`src/rtl/chan_ilv_remover.sv`:
```
`timescale 1ns/1ps
module chan_ilv_remover #(
  parameter int AW    = 46,
  parameter int NRULE = 8,
  parameter int NCTRL = 2,
  parameter int NCHAN = 3
) (
  input  logic          clk,
  input  logic          rst_n,
  input  logic          cfg_we,
  input  logic [1:0]    cfg_kind,
  input  logic          cfg_ctrl,
  input  logic [1:0]    cfg_chan,
  input  logic [2:0]    cfg_rule,
  input  logic [31:0]   cfg_data,
  input  logic          start,
  input  logic [AW-1:0] sys_addr,
  input  logic          ctrl_sel,
  input  logic [1:0]    chan_sel,
  output logic          busy,
  output logic          done,
  output logic          miss,
  output logic [AW-1:0] chan_addr,
  output logic [3:0]    skt_ways,
  output logic [2:0]    chn_ways
);
  localparam int LSH = AW - 20;
  localparam int RW  = $clog2(NRULE);
  localparam int NW  = $clog2(AW);

  typedef enum logic [1:0] {S_IDLE, S_SCAN, S_STEP, S_DIV} st_t;
  st_t state;

  logic [31:0] base_m [NCTRL][NRULE];
  logic [31:0] way_m  [NCTRL][NRULE];
  logic [31:0] ofs_m  [NCTRL][NCHAN][NRULE];

  always_ff @(posedge clk) begin
    if (!rst_n) begin
      base_m <= '{default: '0};
      way_m  <= '{default: '0};
      ofs_m  <= '{default: '0};
    end else if (cfg_we) begin
      case (cfg_kind)
        2'd0: base_m[cfg_ctrl][cfg_rule] <= cfg_data;
        2'd1: way_m[cfg_ctrl][cfg_rule]  <= cfg_data;
        2'd2: if (int'(cfg_chan) < NCHAN) ofs_m[cfg_ctrl][cfg_chan][cfg_rule] <= cfg_data;
        default: ;
      endcase
    end
  end

  function automatic logic [4:0] gbit(input logic [1:0] g);
    case (g)
      2'd0: return 5'd6;
      2'd1: return 5'd8;
      2'd2: return 5'd12;
      default: return 5'd30;
    endcase
  endfunction

  logic [AW-1:0] addr_r, diff_r, acc_r, dv_r;
  logic          ctrl_r, chfirst_r, step_r;
  logic [1:0]    chan_r, slog_r, cw_r, rm_r;
  logic [4:0]    sbit_r, cbit_r;
  logic [NW-1:0] cnt_r;

  logic          hit;
  logic [RW-1:0] sel;
  always_comb begin
    hit = 1'b0;
    sel = '0;
    for (int i = NRULE - 1; i >= 0; i--) begin
      if ({base_m[ctrl_r][RW'(i)][31:12], {LSH{1'b0}}} <= addr_r &&
          addr_r <= {way_m[ctrl_r][RW'(i)][31:12], {LSH{1'b1}}}) begin
        hit = 1'b1;
        sel = RW'(i);
      end
    end
  end

  wire [31:0] b_sel = base_m[ctrl_r][sel];
  wire [31:0] w_sel = way_m[ctrl_r][sel];
  wire [31:0] o_sel = (int'(chan_r) < NCHAN) ? ofs_m[ctrl_r][chan_r][sel] : 32'd0;

  wire           isch   = chfirst_r ^ step_r;
  wire [AW-1:0]  op_a   = step_r ? acc_r : diff_r;
  wire [4:0]     s      = isch ? cbit_r : sbit_r;
  wire [AW-1:0]  low    = chfirst_r ? op_a : addr_r;
  wire           use_div = isch && (cw_r == 2'd2);
  wire [1:0]     k      = isch ? ((cw_r == 2'd3) ? 2'd2 : cw_r) : slog_r;
  wire [AW-1:0]  shr    = op_a >> s;
  wire [AW-1:0]  lowm   = low & ~({AW{1'b1}} << s);
  wire [AW-1:0]  pow_res = ((shr >> k) << s) | lowm;

  wire [2:0]     dt     = {rm_r, dv_r[AW-1]};
  wire           dbit   = dt >= 3'd3;
  wire [1:0]     drm    = dbit ? 2'(dt - 3'd3) : dt[1:0];
  wire [AW-1:0]  div_q  = {dv_r[AW-2:0], dbit};
  wire [AW-1:0]  div_res = (div_q << s) | lowm;

  assign busy = (state != S_IDLE);

  always_ff @(posedge clk) begin
    if (!rst_n) begin
      state <= S_IDLE;
      done <= 1'b0; miss <= 1'b0;
      chan_addr <= '0; skt_ways <= '0; chn_ways <= '0;
      addr_r <= '0; diff_r <= '0; acc_r <= '0; dv_r <= '0;
      ctrl_r <= 1'b0; chan_r <= '0; chfirst_r <= 1'b0; step_r <= 1'b0;
      slog_r <= '0; cw_r <= '0; rm_r <= '0; sbit_r <= '0; cbit_r <= '0; cnt_r <= '0;
    end else begin
      done <= 1'b0;
      case (state)
        S_IDLE: if (start) begin
          addr_r <= sys_addr;
          ctrl_r <= ctrl_sel;
          chan_r <= chan_sel;
          state  <= S_SCAN;
        end
        S_SCAN: if (!hit) begin
          done <= 1'b1; miss <= 1'b1;
          chan_addr <= '0; skt_ways <= '0; chn_ways <= '0;
          state <= S_IDLE;
        end else begin
          miss      <= 1'b0;
          sbit_r    <= gbit(b_sel[5:4]);
          cbit_r    <= gbit(b_sel[7:6]);
          slog_r    <= w_sel[11:10];
          cw_r      <= w_sel[9:8];
          chfirst_r <= (w_sel[9:8] == 2'd2) && (gbit(b_sel[5:4]) > gbit(b_sel[7:6]));
          diff_r    <= addr_r - {o_sel[23:4], {LSH{1'b0}}};
          skt_ways  <= 4'd1 << w_sel[11:10];
          chn_ways  <= 3'(w_sel[9:8]) + 3'd1;
          step_r    <= 1'b0;
          state     <= S_STEP;
        end
        S_STEP: if (use_div) begin
          dv_r  <= shr;
          rm_r  <= 2'd0;
          cnt_r <= NW'(AW - 1);
          state <= S_DIV;
        end else if (!step_r) begin
          acc_r  <= pow_res;
          step_r <= 1'b1;
        end else begin
          chan_addr <= pow_res;
          done  <= 1'b1;
          state <= S_IDLE;
        end
        S_DIV: begin
          dv_r  <= div_q;
          rm_r  <= drm;
          cnt_r <= cnt_r - 1'b1;
          if (cnt_r == '0) begin
            if (!step_r) begin
              acc_r  <= div_res;
              step_r <= 1'b1;
              state  <= S_STEP;
            end else begin
              chan_addr <= div_res;
              done  <= 1'b1;
              state <= S_IDLE;
            end
          end
        end
        default: state <= S_IDLE;
      endcase
    end
  end

  a_r9_done_single: assert property (@(posedge clk) disable iff (!rst_n)
    done |=> !done);
  a_r9_start_takes: assert property (@(posedge clk) disable iff (!rst_n)
    (start && !busy) |=> busy);
  a_r9_done_at_end: assert property (@(posedge clk) disable iff (!rst_n)
    $fell(busy) |-> done);
  a_r4_ways_legal: assert property (@(posedge clk) disable iff (!rst_n)
    (done && !miss) |-> ($countones(skt_ways) == 1 && chn_ways != 3'd0 && chn_ways <= 3'd4));
  a_r7_div_rem: assert property (@(posedge clk) disable iff (!rst_n)
    (state == S_DIV) |-> (rm_r < 2'd3));
  a_r3_miss_done: assert property (@(posedge clk) disable iff (!rst_n)
    (done && miss) |-> (chan_addr == '0));
endmodule

```
`config.mk`:
```
export PLATFORM = sky130hd
export DESIGN_NAME = chan_ilv_remover
export DESIGN_NICKNAME = d
export VERILOG_FILES = /design/src/rtl/chan_ilv_remover.sv
export SDC_FILE = /design/constraint.sdc
export NUM_CORES = 2
export LEC_CHECK = 0
export BUFFER_PORTS_ARGS = -buffer_cell sky130_fd_sc_hd__buf_2
export CAP_MARGIN = 40
export CORE_ASPECT_RATIO = 1.1
export CORE_MARGIN = 5
export CORE_UTILIZATION = 35
export CTS_CLUSTER_SIZE = 25
export DETAILED_ROUTE_END_ITERATION = 10
export HOLD_SLACK_MARGIN = 0.12
export PLACE_DENSITY = 0.54
export SYNTH_ARGS = -nofsm -noshare
export SYNTH_HDL_FRONTEND = slang
export SYNTH_SLANG_ARGS = --single-unit
export TNS_END_PERCENT = 20
```
`constraint.sdc`:
```
create_clock -name clk -period 14.7 [get_ports clk]
set_input_delay 0.735 -clock clk [delete_from_list [all_inputs] [get_ports clk]]
set_output_delay 0.735 -clock clk [all_outputs]
set_load 0.05 [all_outputs]
```
==> flow_summary.toml <==
[sta]
grt_setup_unrepaired = "no"
finalSetupViolations = 0
worstMarginPinSlew_ns = 1.26
fin_crit_ns = 8.78
period_share_pct = 59.7
finalSetupTns_ns = 0
slew_violations = 0
fmax_mhz = 114
hold_viol = 0
skew_ns = 0.0924
slew-limit-headroom_pct = 16.2

[routing]
drt.antenna.violating_nets = 0
dr.pass1.iters = 9
via_per_inst = 5.84
first_iter_violations = 6444
post-route-drc-count = 0
wl_per_cell_um = 24.8
drt-total-wl_mm = 232
num_vias = 54633

[logic_synthesis]
synth_compound_area_share_pct = 21.0
synth_simple_gate_area_share_pct = 20.2
synth_xor_area_share_pct = 0.329
async_reset_ff_share_pct = 0
yosysSeqAreaShare_pct = 37.4
synth.net_count = 7594
syn_area_per_cell_um2 = 7.65
muxShareOfSynthArea_pct = 12.8
synth-edff-count = 0
ys_seq_elements = 1049
synth_cell_type_count = 83
yosysWarningCount = 0
synth_ff_type = "dfxtp_1"
synth_top_family_by_area = "compound AO/OA/AOI/OAI gates"
syn_area_um2 = 56200
synth_fa_ha_area_share_pct = 3.49
synthCells = 7345

[global_routing]
grt_first_pass_wirelength_mm = 339
grt_pass1_vias = 50928
grt_usage_pct = 26.2
grt_antenna_before_repair = 8
grt_overflow = 0
grt_max_degree = 206

[finish]
regArea_um2 = 21000
final_cell_mix = "nand2_1 (2156), a21oi_1 (1142), dfxtp_1 (1045), mux2i_1 (378), nor2_1 (337)"
final_common_cell = "nand2_1"
drive_gt1_share_pct = 11.0
syn2layout_area_growth_pct = 13.3
stdcell_area_um2 = 63700
fillers = 16366
multi_input_area_um2 = 32800
diodes = 0
finalNetCount = 7411

[setup_path]
reg2regPathDepth = 31
cp_common_cell = "buf_4"
crit_type = "flip-flop to flip-flop"
start_kind = "flip-flop"
rrSetupSlack_ns = 5.92
crit_path_top_delay_cell = "dfxtp_4"
crit_arrival_ns = 9.38
r2r-start = "ctrl_r"
cp-end-kind = "flip-flop"
cpPeakStageDelay_ns = 0.81
r2r-end = "diff_r[45]"
cp.required_ns = 15.31
cp_max_fo = 47

[clock_tree]
cts_tree = "done"
cts_hold_buffers = 0
clkLatencyLatePin_ns = 0.77
cts_setup_buffers = 0
cts.sinks = 1049
clk_path_buf_depth = 3
root_buffer = "clkbuf_16"
htreeDepth = 3
cts_buffers = 115
cts.clk_slew.worst_paths_ns = 0.06
cts_resized = 0

[floorplanning]
start_util_pct = 35.2
core_region_area_um2 = 160000
fp.dieW_um = 392
num_rows = 154
die_h_um = 430
die_area_um2 = 169000
io_pins = 149

[placement]
io_buffers = 143
dp_hpwl_mm = 161
dpl-instance-area_um2 = 59700
gp_congestion = 1.01

[power]
p_leak_nw = 22.0
peakVddDrop_mv = 0.120
p_per_area_nw_per_um2 = 130

[worst_hold_path]
hp-class = "primary input to flip-flop"
worstHoldEndpoint = "chan_r[0]"
holdPathStages = 3
worstHoldStart = "chan_sel[0]"

[run_status]
status = "completed"

[run]
cap_violations = 0
registers in the layout (all words and copies together) (netlist names), 2 cells and up:
name	cells
ofs_m	480
base_m	152
addr_r	46
cnt_r	6
chan_addr	46
chn_ways	3
way_m	152
chan_r	2
state	2
cbit_r	4
cw_r	2
slog_r	2
diff_r	46
acc_r	46
dv_r	46
skt_ways	4
rm_r	2
sbit_r	4
worst max-delay path by stage:
| stage | startpoint | endpoint | slack (ns) | cells after the start |
|---|---|---|---|---|
| final | ctrl_r | diff_r[45] | 5.92 | 31 |
| after CTS | ctrl_r | diff_r[45] | 5.97 | 31 |
| after floorplan | ctrl_r | diff_r[45] | 5.91 | 37 |
| after global placement | ctrl_r | diff_r[45] | 6.12 | 31 |
| after detailed placement | ctrl_r | diff_r[45] | 6.07 | 31 |
| after global routing | ctrl_r | diff_r[45] | 5.37 | 31 |
worst max-delay path: cells and delay by family (launching register included):
kind	cells	cell delay, ns
compound gates	18	3.98
buf+inv	4	2.11
fa+ha+maj	2	0.66
flops	1	0.81
xor+xnor	1	0.19
simple gates	5	0.42
mux	1	0.27
kinds of logic after synthesis:
group                    Yosys count
AO/OA/AOI/OAI                   1997
multiplexers                     581
other                              1
adder cells (fa/ha/maj)          156
AND/OR/NAND/NOR                 2843
XOR/XNOR                          19
flip-flops                      1049
buffers and inverters            699
final cells by class:
cell class	instances	share of cell area, %
inverter	44	0.271
clock buffer	172	5.34
clock inverter	37	0.988
sequential	1049	33.0
timing repair buffer	355	4.87
multi-input combinational	5597	51.4
tap	2106	4.14
report_power, final:
group | total (W) | internal (W) | leakage (nW) | switching, W
registers | 0.00298 | 0.00290 | 8.47 | 0.0000810
logic | 0.00225 | 0.000696 | 11.6 | 0.00156
clock network | 0.00308 | 0.00180 | 1.96 | 0.00128
through the flow:
step	std cells	total power [W]	hold slack, ns	worst slack, ns	utilization, %
after floorplan	7345	0.00437	0.427	5.91	-
after global placement	9065	0.00517	0.438	6.12	36.4
after detailed placement	9151	0.00521	0.444	6.07	37.3
after CTS	9360	0.00829	0.156	5.97	39.8
after global routing	9360	0.00858	0.186	5.37	39.8
final	9360	0.00831	0.211	5.92	39.8
metal layers:
metal / vias up / GRT usage (%) / wire (um)
li1: 25258 / - / -
met1: 26379 / 34.7 / 96600
met2: 2410 / 41.4 / 104000
met3: 578 / 4.74 / 18500
met4: 8 / 12.5 / 12900
met5: - / 0 / 54
synthesized netlist by cell type, types with 13 or more instances:
cell / count / share of area, %
mux2i_1: 383 / 6.8
mux2_2: 96 / 1.9
a222oi_1: 17 / 0.30
nor4_1: 13 / 0.14
a21oi_1: 1143 / 10
inv_1: 42 / 0.28
a211oi_1: 64 / 0.85
nor3_1: 73 / 0.65
nor2_1: 344 / 2.3
nand2_1: 2157 / 14
o21ai_0: 222 / 2.0
a211o_1: 17 / 0.26
o211ai_1: 52 / 0.69
a22oi_1: 39 / 0.52
o22ai_1: 80 / 0.89
nand2b_1: 16 / 0.18
and2_1: 33 / 0.37
and3_1: 13 / 0.14
nand4_1: 33 / 0.37
buf_1: 57 / 0.38
o21a_1: 21 / 0.28
nor2b_1: 14 / 0.16
ha_1: 155 / 3.4
mux4_2: 100 / 4.0
a31oi_1: 49 / 0.55
nand3_1: 101 / 0.90
o221ai_1: 46 / 0.72
a221o_1: 15 / 0.27
dfxtp_1: 1049 / 37
a21o_1: 51 / 0.68
a221oi_1: 38 / 0.59
clkbuf_1: 560 / 3.7
buf_2: 29 / 0.26
Note: power is estimated with default switching activity, not from simulation.
